===== src/rtl/fts_pkg.sv =====
package fts_pkg;
  typedef enum logic [2:0] {
    ST_RUN     = 3'd0,
    ST_IDLE    = 3'd1,
    ST_SQUASH  = 3'd2,
    ST_BLOCKED = 3'd3,
    ST_IC_WAIT = 3'd4,
    ST_IC_DONE = 3'd5,
    ST_OFF     = 3'd6,
    ST_RSVD    = 3'd7
  } fstate_e;

  typedef enum logic [1:0] {
    POL_SINGLE = 2'd0,
    POL_RR     = 2'd1,
    POL_QCNT   = 2'd2,
    POL_BAD    = 2'd3
  } policy_e;

  localparam int unsigned ST_W = 3;
endpackage


===== src/rtl/fts_elig.sv =====
module fts_elig import fts_pkg::*; #(
  parameter int unsigned NUM_THREADS = 4
) (
  input  logic [NUM_THREADS-1:0]      active_i,
  input  logic [NUM_THREADS*ST_W-1:0] state_i,
  output logic [NUM_THREADS-1:0]      elig_o
);
  for (genvar t = 0; t < NUM_THREADS; t++) begin : g_thr
    fstate_e st;
    assign st = fstate_e'(state_i[t*ST_W +: ST_W]);
    assign elig_o[t] = active_i[t] &&
                       (st == ST_RUN || st == ST_IDLE || st == ST_IC_DONE);
  end
endmodule


===== src/rtl/fts_min_occ.sv =====
module fts_min_occ #(
  parameter int unsigned NUM_THREADS = 4,
  parameter int unsigned CNT_W       = 6,
  localparam int unsigned TID_W      = $clog2(NUM_THREADS)
) (
  input  logic [NUM_THREADS-1:0]       elig_i,
  input  logic [NUM_THREADS*CNT_W-1:0] occ_i,
  output logic                         valid_o,
  output logic [TID_W-1:0]             tid_o
);
  logic [CNT_W-1:0] best;

  // Ascending scan with strict compare keeps the lower ID on ties.
  always_comb begin
    valid_o = 1'b0;
    tid_o   = '0;
    best    = '1;
    for (int t = 0; t < NUM_THREADS; t++) begin
      if (elig_i[t] && (!valid_o || occ_i[t*CNT_W +: CNT_W] < best)) begin
        valid_o = 1'b1;
        tid_o   = TID_W'(t);
        best    = occ_i[t*CNT_W +: CNT_W];
      end
    end
  end

  always_comb begin
    if (valid_o) begin
      for (int t = 0; t < NUM_THREADS; t++) begin
        if (elig_i[t]) begin
          assert_min_occ_R7: assert (occ_i[t*CNT_W +: CNT_W] >
                                     occ_i[tid_o*CNT_W +: CNT_W] ||
                                     (occ_i[t*CNT_W +: CNT_W] ==
                                      occ_i[tid_o*CNT_W +: CNT_W] && t >= int'(tid_o)));
        end
      end
    end
  end
endmodule


===== src/rtl/fts_rr_list.sv =====
module fts_rr_list #(
  parameter int unsigned NUM_THREADS = 4,
  localparam int unsigned TID_W      = $clog2(NUM_THREADS)
) (
  input  logic                   clk_i,
  input  logic                   rst_ni,
  input  logic [NUM_THREADS-1:0] elig_i,
  input  logic                   grant_i,
  output logic                   valid_o,
  output logic [TID_W-1:0]       tid_o
);
  logic [NUM_THREADS-1:0][TID_W-1:0] prio_q, prio_d;
  logic [TID_W-1:0] pos;

  always_comb begin
    valid_o = 1'b0;
    pos     = '0;
    for (int p = 0; p < NUM_THREADS; p++) begin
      if (!valid_o && elig_i[prio_q[p]]) begin
        valid_o = 1'b1;
        pos     = TID_W'(p);
      end
    end
    tid_o = prio_q[pos];
  end

  always_comb begin
    for (int p = 0; p < NUM_THREADS; p++) begin
      if (p < int'(pos)) prio_d[p] = prio_q[p];
      else               prio_d[p] = prio_q[(p + 1) % NUM_THREADS];
    end
    prio_d[NUM_THREADS-1] = prio_q[pos];
  end

  always_ff @(posedge clk_i or negedge rst_ni) begin
    if (!rst_ni) begin
      for (int p = 0; p < NUM_THREADS; p++) prio_q[p] <= TID_W'(p);
    end else if (grant_i && valid_o) begin
      prio_q <= prio_d;
    end
  end

  logic [NUM_THREADS-1:0] present;
  always_comb begin
    present = '0;
    for (int p = 0; p < NUM_THREADS; p++) present[prio_q[p]] = 1'b1;
  end

  assert_list_perm_R5: assert property (@(posedge clk_i) disable iff (!rst_ni)
    $countones(present) == NUM_THREADS);
  assert_tail_move_R5: assert property (@(posedge clk_i) disable iff (!rst_ni)
    (grant_i && valid_o) |=> prio_q[NUM_THREADS-1] == $past(tid_o));
  assert_hold_R10: assert property (@(posedge clk_i) disable iff (!rst_ni)
    !(grant_i && valid_o) |=> $stable(prio_q));
endmodule


===== src/rtl/fetch_thread_sel.sv =====
module fetch_thread_sel import fts_pkg::*; #(
  parameter int unsigned NUM_THREADS = 4,
  parameter int unsigned CNT_W       = 6,
  localparam int unsigned TID_W      = $clog2(NUM_THREADS),
  localparam int unsigned NCNT_W     = $clog2(NUM_THREADS + 1)
) (
  input  logic                         clk_i,
  input  logic                         rst_ni,
  input  logic                         req_i,
  input  logic [1:0]                   policy_i,
  input  logic [NCNT_W-1:0]            thread_cnt_i,
  input  logic [NUM_THREADS-1:0]       active_i,
  input  logic [NUM_THREADS*ST_W-1:0]  state_i,
  input  logic [NUM_THREADS*CNT_W-1:0] occ_i,
  output logic                         valid_o,
  output logic [TID_W-1:0]             tid_o
);
  logic [NUM_THREADS-1:0] elig_base, elig_cfg;
  logic                   rr_valid, qc_valid, one_valid;
  logic [TID_W-1:0]       rr_tid, qc_tid, one_tid;
  logic                   single_cfg;
  policy_e                pol;

  assign pol        = policy_e'(policy_i);
  assign single_cfg = (thread_cnt_i == NCNT_W'(1));

  fts_elig #(.NUM_THREADS(NUM_THREADS)) u_elig (
    .active_i (active_i),
    .state_i  (state_i),
    .elig_o   (elig_base)
  );

  for (genvar t = 0; t < NUM_THREADS; t++) begin : g_cfg
    assign elig_cfg[t] = elig_base[t] && (t < int'(thread_cnt_i));
  end

  // Lowest active thread, taken only if it can fetch.
  always_comb begin
    one_tid = '0;
    for (int t = NUM_THREADS - 1; t >= 0; t--) begin
      if (active_i[t]) one_tid = TID_W'(t);
    end
    one_valid = |active_i && elig_base[one_tid];
  end

  fts_rr_list #(.NUM_THREADS(NUM_THREADS)) u_rr (
    .clk_i   (clk_i),
    .rst_ni  (rst_ni),
    .elig_i  (elig_cfg),
    .grant_i (req_i && !single_cfg && pol == POL_RR),
    .valid_o (rr_valid),
    .tid_o   (rr_tid)
  );

  fts_min_occ #(.NUM_THREADS(NUM_THREADS), .CNT_W(CNT_W)) u_qc (
    .elig_i  (elig_cfg),
    .occ_i   (occ_i),
    .valid_o (qc_valid),
    .tid_o   (qc_tid)
  );

  always_comb begin
    valid_o = 1'b0;
    tid_o   = '0;
    if (single_cfg) begin
      valid_o = one_valid;
      tid_o   = one_tid;
    end else begin
      unique case (pol)
        POL_SINGLE: begin valid_o = 1'b1;     tid_o = '0;     end
        POL_RR:     begin valid_o = rr_valid; tid_o = rr_tid; end
        POL_QCNT:   begin valid_o = qc_valid; tid_o = qc_tid; end
        default:    begin valid_o = 1'b0;     tid_o = '0;     end
      endcase
    end
    if (!req_i) valid_o = 1'b0;
  end

  assert_sel_elig_R1: assert property (@(posedge clk_i) disable iff (!rst_ni)
    (valid_o && (single_cfg || pol != POL_SINGLE)) |-> elig_base[tid_o]);
  assert_bad_pol_R8: assert property (@(posedge clk_i) disable iff (!rst_ni)
    (!single_cfg && pol == POL_BAD) |-> !valid_o);
  assert_cnt_limit_R9: assert property (@(posedge clk_i) disable iff (!rst_ni)
    (valid_o && !single_cfg && pol != POL_SINGLE) |-> int'(tid_o) < int'(thread_cnt_i));
endmodule


===== config.mk =====
export PLATFORM = sky130hd
export DESIGN_NAME = fetch_thread_sel
export DESIGN_NICKNAME = d
export VERILOG_FILES = /design/src/rtl/fts_pkg.sv /design/src/rtl/fts_elig.sv /design/src/rtl/fts_min_occ.sv /design/src/rtl/fts_rr_list.sv /design/src/rtl/fetch_thread_sel.sv
export SDC_FILE = /design/constraint.sdc
export NUM_CORES = 1
export LEC_CHECK = 0
export BUFFER_PORTS_ARGS = -buffer_cell sky130_fd_sc_hd__clkbuf_2
export CELL_PAD_IN_SITES_DETAIL_PLACEMENT = 0
export CELL_PAD_IN_SITES_GLOBAL_PLACEMENT = 1
export CORE_UTILIZATION = 39
export DETAILED_ROUTE_END_ITERATION = 8
export MAX_ROUTING_LAYER = met4
export PLACE_DENSITY_LB_ADDON = 0.1
export SLEW_MARGIN = 5
export SYNTH_ARGS = -nofsm -noshare
export SYNTH_HDL_FRONTEND = slang
export SYNTH_SLANG_ARGS = --single-unit

===== constraint.sdc =====
create_clock -name clk_i -period 25.1 [get_ports clk_i]
set_clock_uncertainty 0.05 [all_clocks]
set_input_delay 5.02 -clock clk_i [delete_from_list [all_inputs] [get_ports clk_i]]
set_output_delay 5.02 -clock clk_i [all_outputs]
set_load 0.1 [all_outputs]

; After elaboration in Yosys (flattened, before gate mapping)
; Cells that the tools add are included.
[op_classes]
n_lt_le_gt_ge = 16
n_eq_ne = 11
muxes = 38
bitwise = 3
n_reduce_logical = 45
[op_table]
columns = operator, n
row1 = 2-to-1 mux 2 bit, 10
row2 = logical AND 1 bit, 18
row3 = less-than comparator 2 x 3 -> 1 bit (second input constant), 6
row4 = less-than comparator 6 bit, 3
row5 = 2-to-1 mux 6 bit, 3
row6 = 2-to-1 mux 1 bit, 17
row7 = == test 3 x 1 -> 1 bit (second input constant), 5
row8 = == test 3 bit (second input constant), 4
row9 = logical NOT 3 bit, 4
row10 = logical OR 1 bit, 11
row11 = binary-select mux 1 bit (select 2 bit), 5
row12 = logical NOT 1 bit, 7
row13 = less-than comparator 1 x 3 -> 1 bit (first input constant), 2
row14 = less-than comparator 2 x 3 -> 1 bit (first input constant), 2
row15 = AND reduction 2 bit, 3
row16 = binary-select mux 2 bit (select 2 bit), 1
row17 = less-than comparator 1 x 2 -> 1 bit (first input constant), 2
row18 = case mux 2 bit (2 select lines), 1
row19 = OR reduction 4 bit, 1
row20 = inverter 1 bit, 3
row21 = case mux 1 bit (3 select lines), 1
row22 = == test 2 x 1 -> 1 bit (second input constant), 1
row23 = == test 2 bit (second input constant), 1
row24 = logical NOT 2 bit, 1
row25 = less-than comparator 2 bit (first input constant), 1
[totals]
regBits = 8
out_inout_bits = 3

; Longest topological paths before layout
; Gate-level depths: netlist of run 1.
[logic_depth]
ltp_word = 21
depth_mapped = 31

; Hierarchy
; Synthesis of run 1 repeated with hierarchy kept, for this count alone.
[hier_totals]
hier_cells = 170
hier_area_um2 = 1622.8
[modules_own_cells]
columns = mod, instances, cells_each, area_each_um2, seq_area_each_um2
row1 = fts_min_occ, 1, 84, 709.4, 0.0
row2 = fts_rr_list, 1, 46, 565.5, 205.2
row3 = fetch_thread_sel, 1, 32, 242.7, 0.0
row4 = fts_elig, 1, 8, 105.1, 0.0

; Least setup slack after synthesis of run 1
; OpenSTA, ideal clock, no wires.
[synth_path]
path_type = input to output
start = input port state_i[1]
end = output port tid_o[0]
arrival_ps = 11356
t_required_ps = 20030
slack_ps = 8674
path_stages = 30
path_buffers = 3
path_cell_list = nand2b_2 or3_1 buf_6 nor2_1 ha_1 a21oi_1 o41ai_1 maj3_1 a21oi_1 nor2_1 buf_2 o21ai_0 ha_1 a21oi_1 o21ai_0 a21o_1 a211oi_1 nand3_1 o21bai_1 buf_2 nand2_1 o21a_1 ha_1 a21oi_1 nor2_1 a211oi_1 o21ai_0 a21oi_1 a21oi_1 o211ai_1
[synth_via]
elab_chain_cells = 21
elab_cells_between_ends = 52
cone_classes = order compare (3) / eq/ne (2) / mux (27) / reduce/logical (20)
[synth_rtl]
columns = item, line
row1 = "start, declared", fetch_thread_sel.sv:13  ; input logic [NUM_THREADS*ST_W-1:0] state_i,
row2 = == test 3 x 1 -> 1 bit / logical NOT 3 bit (equally long branches), fts_elig.sv:12  ; (st == ST_RUN || st == ST_IDLE || st == ST_IC_DONE);
row3 = logical OR 1 bit, fts_elig.sv:12
row4 = logical OR 1 bit (*), fts_elig.sv:12
row5 = logical AND 1 bit (*), fts_elig.sv:11  ; assign elig_o[t] = active_i[t] &&
row6 = logical AND 1 bit (*), fetch_thread_sel.sv:34  ; assign elig_cfg[t] = elig_base[t] && (t < int'(thread_cnt_i));
row7 = "parallel branches: the longest is 14 deep, another holds less-than comparator 6 bit", n/a
row8 = case mux 2 bit (2 select lines) (*), fetch_thread_sel.sv:69  ; unique case (pol)
row9 = 2-to-1 mux 2 bit (*), fetch_thread_sel.sv:65  ; if (single_cfg) begin
row10 = "end, declared", fetch_thread_sel.sv:16  ; output logic [TID_W-1:0] tid_o
; Mark *: on every way between the ends. The select of a mux whose other input is x is not followed.

; Worst setup path after layout of run 1
[layout_path]
start = input port thread_cnt_i[2]
end = output port tid_o[1]
[layout_via]
elab_chain_cells = 18
elab_cells_between_ends = 53
cone_classes = order compare (7) / eq/ne (1) / mux (26) / reduce/logical (19)
[layout_rtl]
columns = item, line
row1 = "start, declared", fetch_thread_sel.sv:11  ; input logic [NCNT_W-1:0] thread_cnt_i,
row2 = "parallel branches: the longest is 17 deep, another holds less-than comparator 6 bit", n/a
row3 = 2-to-1 mux 2 bit (*), fetch_thread_sel.sv:65
; Marked as above.

==> summary.txt, run 1 <==
Worst hold path
  • Hold Crit Class: flop to flop

Global route
  • Vias in the first global route: 1,490
  • Initial antenna violation count: 0
  • Global-route wire length before repair: 6.66 mm
  • Overall Global Routing Usage: 0.213
  • Pin count of the biggest net entering global routing: 12
  • Overflow after GRT: 0

Power and ir drop
  • Leakage: 0.848 nW
  • Maximum VDD drop: 0.0000200 V
  • Reg power frac: 0.294
  • Pint: 0.0501 mW
  • Sw Pwr: 0.0354 mW
  • Overall power: 0.0854 mW
  • Combinational share of power: 0.514
  • PD cells: 46.5 nW/µm²
  • Clock power frac: 0.192
  • Switching fraction of total power: 0.414

Floorplan
  • Die Height: 64.2 µm
  • Die area: 4120 µm²
  • Die X: 64.2 µm
  • Initial Util: 0.408
  • Site row count: 22
  • Core outline area: 3690 µm²
  • # IOs: 51

Logic synthesis
  • Synth unique cells: 52
  • Synth area leader: ha_1
  • EDFF count, synth: 0
  • Most used DFF post-synth: dfstp_2
  • Yosys synthesis warning count: 0
  • Synth Cell Area: 1510 µm²
  • Register area share after synthesis: 0.136
  • Top-area cell type share of the netlist area: 0.141
  • Cells after Synth: 193
  • Most area-consuming cells after synthesis: ha_1, dfstp_2, dfrtp_1
  • Ys async rst share: 1.00
  • Yosys reg bits: 8
  • Syn Area/Cell: 7.81 µm²
  • Syn_nets: 258

Place
  • Gp weighted congestion: 0.892
  • Post-DP HPWL: 3.37 mm
  • Dpl cells: 287
  • Dpl ws: 8.27 ns
  • I/O Buffers: 50

Timing
  • Fmax: 59.2 MHz
  • Number of hold violations in the final report: 0
  • Hold slack: 0.442 ns
  • Slew headroom: 0.483
  • Max Transition Viols Final: 0
  • Final setup viols: 0
  • Crit share post-route: 0.673
  • Fin Setup TNS: 0 ns
  • Setup WS post-layout: 8.22 ns
  • Unrepaired setup endpoints after global routing: no
  • Slew of the pin with the lowest slew margin: 0.775 ns
  • Final min period: 16.88 ns

Cells and area
  • N_diodes: 0
  • Layout net count: 309
  • Fraction of layout cells with a size suffix above 1: 0.313
  • Commonest non-fill, non-tap cell in the layout: clkbuf_2
  • Most frequent cells in the layout: clkbuf_2, nand2_1, nor2_1
  • Finished Layout Cells: 291
  • Filler Cell Count: 423
  • Largest register FFs: 8
  • Layout area overhead: 21.9%
  • Top reg by flops: u_rr.prio_q
  • Largest regs: u_rr.prio_q x8

Outcome
  • Status: finished, final reports clean

CTS
  • CTS Buffer Depth: 2
  • CTS Sinks: 8
  • Post-CTS sizing: 0
  • CTS tree: yes
  • Clk root buf: clkbuf_8
  • CTS HTree Levels: 1
  • Clk_lat worst skew: 0.23 ns
  • Clk slew on worst S/H paths: 0.04 ns
  • Cts hold-fix bufs: 0
  • Post-CTS Setup Inserts: 0
  • Number of buffers created by CTS: 3

Route
  • Routed via count: 1,599
  • Drt wl/cell: 13.7 µm
  • Routed vias/inst: 5.49
  • Initial DRC Count: 79
  • Drt pass-1 iters: 4
  • Routed Antenna Nets: 0
  • Routed WL: 3.97 mm
  • DRC viols: 0

Setup path
  • Critical path's slowest cell: o21bai_1
  • Slowest stage delay, CP: 0.63 ns
  • Critical path startpoint category: input port
  • Top cell by count, worst path: a21oi_1
  • CP Max Fanout: 11
  • Data required, critical path: 20.03 ns
  • CP Class: input port to primary output
  • Critical path arrival: 11.81 ns
  • CP Capture Type: primary output

Job
  • Max Cap Viol: 0
==> path summary, 6_finish.rpt <==
| kind | from | end | slack, ns | cells past startpoint |
|---|---|---|---|---|
| setup / recovery | thread_cnt_i[2] | tid_o[1] | 8.22 | 29 |
| hold / removal | u_rr.prio_q[7]$_DFFE_PN1P_ | u_rr.prio_q[7]$_DFFE_PN1P_ | 0.44 | 2 |
| setup reg to reg | u_rr.prio_q[2]$_DFFE_PN1P_ | u_rr.prio_q[4]$_DFFE_PN0P_ | 22.78 | 5 |
| hold reg to reg | u_rr.prio_q[7]$_DFFE_PN1P_ | u_rr.prio_q[7]$_DFFE_PN1P_ | 0.44 | 2 |
| max in group asynchronous | rst_ni | u_rr.prio_q[5]$_DFFE_PN1P_ | 20.18 | 1 |
| min in group asynchronous | rst_ni | u_rr.prio_q[3]$_DFFE_PN0P_ | 4.57 | 1 |
==> through the flow <==
step / instance area, µm² / utilization
floorplan: 1510 / -
global placement: 1790 / 0.486
detailed placement: 1790 / 0.486
CTS: 1840 / 0.498
global route: 1840 / 0.498
finish: 1840 / 0.498
==> power by group through the flow <==
stage / sequential (mW) / combinational (mW) / clock (mW)
2_1_floorplan: 0.0222 / 0.0334 / 0
3_3_place_gp: 0.0255 / 0.0439 / 0
3_5_place_dp: 0.0253 / 0.0440 / 0
4_1_cts: 0.0251 / 0.0441 / 0.0168
5_1_grt: 0.0261 / 0.0491 / 0.0174
6_report: 0.0251 / 0.0439 / 0.0164
==> final cells by class <==
cell class	instances	area, µm²	area share
multi-input combinational	176	1260	0.685
timing repair buffer	50	250	0.136
sequential	8	205	0.112
tap	48	60.1	0.0327
clock buffer	4	45.0	0.0245
inverter	5	18.8	0.0102
==> synth_stat cells, types with 3 or more instances <==
| cell type | n |
|---|---|
| dfstp_2 | 4 |
| inv_1 | 5 |
| dfrtp_1 | 4 |
| mux2_2 | 7 |
| mux2i_1 | 3 |
| nand4_1 | 4 |
| a211oi_1 | 4 |
| nand3_1 | 3 |
| nor2_1 | 18 |
| nor3_1 | 8 |
| o21ai_0 | 9 |
| or3_1 | 5 |
| o21bai_1 | 3 |
| a21oi_1 | 16 |
| nand2_1 | 23 |
| nor2b_1 | 5 |
| o21ai_1 | 5 |
| ha_1 | 17 |
| o21a_1 | 7 |
| nand2b_1 | 5 |
==> worst max-delay path, delay by kind of cell <==
| family | cells | cell delay (ns) |
|---|---|---|
| AO/OA/AOI/OAI | 15 | 3.25 |
| adder cells (fa/ha/maj) | 4 | 1.20 |
| buffers and inverters | 2 | 0.61 |
| AND/OR/NAND/NOR | 8 | 1.72 |
==> per-layer routing <==
metal | track usage | routed length, µm | vias to the layer above
met5 | - | 0 | -
met4 | 0.0417 | 29 | 0
met3 | 0.0286 | 139 | 4
met2 | 0.342 | 1740 | 46
met1 | 0.286 | 2060 | 705
li1 | - | - | 844
==> cells by family (layout without fill, tap and decap cells) <==
logic type / after synthesis / count (layout) / synth area share
AOI/OAI and AO/OA: 62 / 62 / 0.276
DFF: 8 / 8 / 0.136
and+or+nand+nor: 80 / 80 / 0.265
buffers and inverters: 9 / 59 / 0.0291
adders and majority gates: 19 / 19 / 0.154
muxes: 15 / 15 / 0.140
Note: power is estimated with default switching activity, not from simulation.
==> run 2, diff against run 1 <==
--- a/config.mk
+++ b/config.mk
@@ -8,7 +8,7 @@
 export BUFFER_PORTS_ARGS = -buffer_cell sky130_fd_sc_hd__clkbuf_2
 export CELL_PAD_IN_SITES_DETAIL_PLACEMENT = 0
 export CELL_PAD_IN_SITES_GLOBAL_PLACEMENT = 1
-export CORE_UTILIZATION = 39
+export CORE_UTILIZATION = 33
 export DETAILED_ROUTE_END_ITERATION = 8
 export MAX_ROUTING_LAYER = met4
 export PLACE_DENSITY_LB_ADDON = 0.1
==> constraint.sdc (replaced) <==
create_clock -name clk_i -period 15.49 [get_ports clk_i]
set_clock_uncertainty 0.05 [all_clocks]
set_input_delay 3.098 -clock clk_i [delete_from_list [all_inputs] [get_ports clk_i]]
set_output_delay 3.098 -clock clk_i [all_outputs]
set_load 0.1 [all_outputs]
==> run 2 against run 1 <==
Global-route usage decreased by 3.2 points. Sequential share of layout area about the same. Worst hold slack got worse by 0.0026 ns. Routed wire length increased by 0.23%. Clock-buffer cell count unchanged. Sequential power increased by 57%. Register-to-register slack got worse by 9.6 ns. Combinational power increased by 63%.
==> summary.txt, run 2 (synthesis gave the netlist of run 1 again) <==
Route
  • Routed Antenna Nets: 0
  • Initial DRC Count: 66
  • Routed WL: 3.98 mm
  • Routed vias/inst: 5.33
  • Drt wl/cell: 13.5 µm
  • DRC viols: 0
  • Drt pass-1 iters: 4
  • Routed via count: 1,572

Setup path
  • FF-to-FF End: u_rr.prio_q[4]$_DFFE_PN0P_
  • FF-to-FF Start: u_rr.prio_q[2]$_DFFE_PN1P_
  • CP Capture Type: primary output
  • CP Class: input port to primary output
  • Slowest stage delay, CP: 0.61 ns
  • Reg2Reg Depth: 5
  • R2r setup slk: 13.18 ns
  • Data required, critical path: 12.34 ns
  • Critical path's slowest cell: o21bai_1
  • Top cell by count, worst path: a21oi_1
  • Worst Setup EP: tid_o[1]
  • Critical path arrival: 9.86 ns
  • Setup crit start: thread_cnt_i[2]
  • CP Max Fanout: 11
  • Critical path startpoint category: input port

Timing
  • Fin Setup TNS: 0 ns
  • Final setup viols: 0
  • Max Transition Viols Final: 0
  • Number of hold violations in the final report: 0
  • Slew of the pin with the lowest slew margin: 0.749 ns
  • Final min period: 13.01 ns
  • Slew headroom: 0.499
  • Unrepaired setup endpoints after global routing: no
  • Crit share post-route: 0.840
  • Fmax: 76.9 MHz

Cells and area
  • Layout net count: 309
  • Fraction of layout cells with a size suffix above 1: 0.313
  • Largest regs: u_rr.prio_q x8
  • N_diodes: 0
  • Top reg by flops: u_rr.prio_q
  • Most frequent cells in the layout: clkbuf_2, nand2_1, nor2_1
  • Largest register FFs: 8
  • Commonest non-fill, non-tap cell in the layout: clkbuf_2
  • Layout area overhead: 22.3%
  • Final instance area: 1840 µm²
  • Filler Cell Count: 456

Global route
  • Vias in the first global route: 1,453
  • Overall Global Routing Usage: 0.181
  • Global-route wire length before repair: 6.89 mm
  • Initial antenna violation count: 0
  • Pin count of the biggest net entering global routing: 12
  • Overflow after GRT: 0

Place
  • Gp weighted congestion: 0.786
  • Post-DP HPWL: 3.40 mm
  • Placed cell area: 1800 µm²
  • I/O Buffers: 50

Worst hold path
  • Hold Crit Class: flop to flop

CTS
  • CTS tree: yes
  • CTS Sinks: 8
  • CTS Buffer Depth: 2
  • Clk slew on worst S/H paths: 0.04 ns
  • Clk_lat worst skew: 0.23 ns
  • Post-CTS sizing: 0
  • Cts hold-fix bufs: 0
  • Clk root buf: clkbuf_8
  • CTS HTree Levels: 1
  • Post-CTS Setup Inserts: 0
  • Number of buffers created by CTS: 3

Floorplan
  • Die X: 69.6 µm
  • Site row count: 24
  • # IOs: 51
  • Die Height: 69.6 µm
  • Die area: 4840 µm²
  • Core outline area: 4380 µm²
  • Initial Util: 0.344

Power and ir drop
  • Leakage: 0.848 nW
  • Overall power: 0.138 mW
  • Maximum VDD drop: 0.0000367 V
  • PD cells: 74.9 nW/µm²

Outcome
  • Status: finished, final reports clean

Job
  • Max Cap Viol: 0
## run 2: cell counts in the layout (fill, tap and decap cells not counted)
Identical to the previous run, type by type.
## run 2: worst min-delay path by stage
| stage | cells after the start | endpoint | from | slack (ns) |
|---|---|---|---|---|
| 2_1_floorplan | 2 | u_rr.prio_q[7]$_DFFE_PN1P_ | u_rr.prio_q[7]$_DFFE_PN1P_ | 0.41 |
| 3_3_place_gp | 2 | u_rr.prio_q[7]$_DFFE_PN1P_ | u_rr.prio_q[7]$_DFFE_PN1P_ | 0.44 |
| 3_5_place_dp | 2 | u_rr.prio_q[7]$_DFFE_PN1P_ | u_rr.prio_q[7]$_DFFE_PN1P_ | 0.44 |
| 4_1_cts | 2 | u_rr.prio_q[7]$_DFFE_PN1P_ | u_rr.prio_q[7]$_DFFE_PN1P_ | 0.45 |
| 5_1_grt | 2 | u_rr.prio_q[7]$_DFFE_PN1P_ | u_rr.prio_q[7]$_DFFE_PN1P_ | 0.46 |
| 6_report | 2 | u_rr.prio_q[7]$_DFFE_PN1P_ | u_rr.prio_q[7]$_DFFE_PN1P_ | 0.44 |
## run 2: area by class of cell
type                    count  area, µm²  share of cell area
clock buffers               4       45.0              0.0245
inverters                   5       18.8              0.0102
multi-input cells         176       1260               0.683
flip-flops and latches      8        205               0.111
well taps                  52       65.1              0.0353
repair buffers             50        250               0.136
## run 2: worst max-delay path: cells and delay by family
| family | cells | cell delay (ns) |
|---|---|---|
| buffers and inverters | 2 | 0.61 |
| AND/OR/NAND/NOR | 8 | 1.71 |
| adder cells (fa/ha/maj) | 4 | 1.22 |
| AO/OA/AOI/OAI | 15 | 3.21 |
## run 2: where the power goes
group	total, mW	switching [mW]	internal, mW
Sequential	0.0394	0.00871	0.0307
Combinational	0.0717	0.0393	0.0325
Clock	0.0267	0.00886	0.0179
Total	0.138	0.0568	0.0810
## run 2: routing by layer
metal	global-route usage	vias up	share of wire
met5	-	-	0
met4	0.0317	0	0.0073
met3	0.0334	6	0.047
met2	0.264	41	0.41
met1	0.261	681	0.53
li1	-	844	-
## run 2: through the flow
stage	hold WS, ns	setup slack (ns)	instances	utilization
2_1_floorplan	0.410	2.91	193	-
3_3_place_gp	0.440	2.56	291	0.410
3_5_place_dp	0.444	2.45	291	0.410
4_1_cts	0.445	2.43	295	0.420
5_1_grt	0.456	1.70	295	0.420
6_report	0.440	2.48	295	0.420
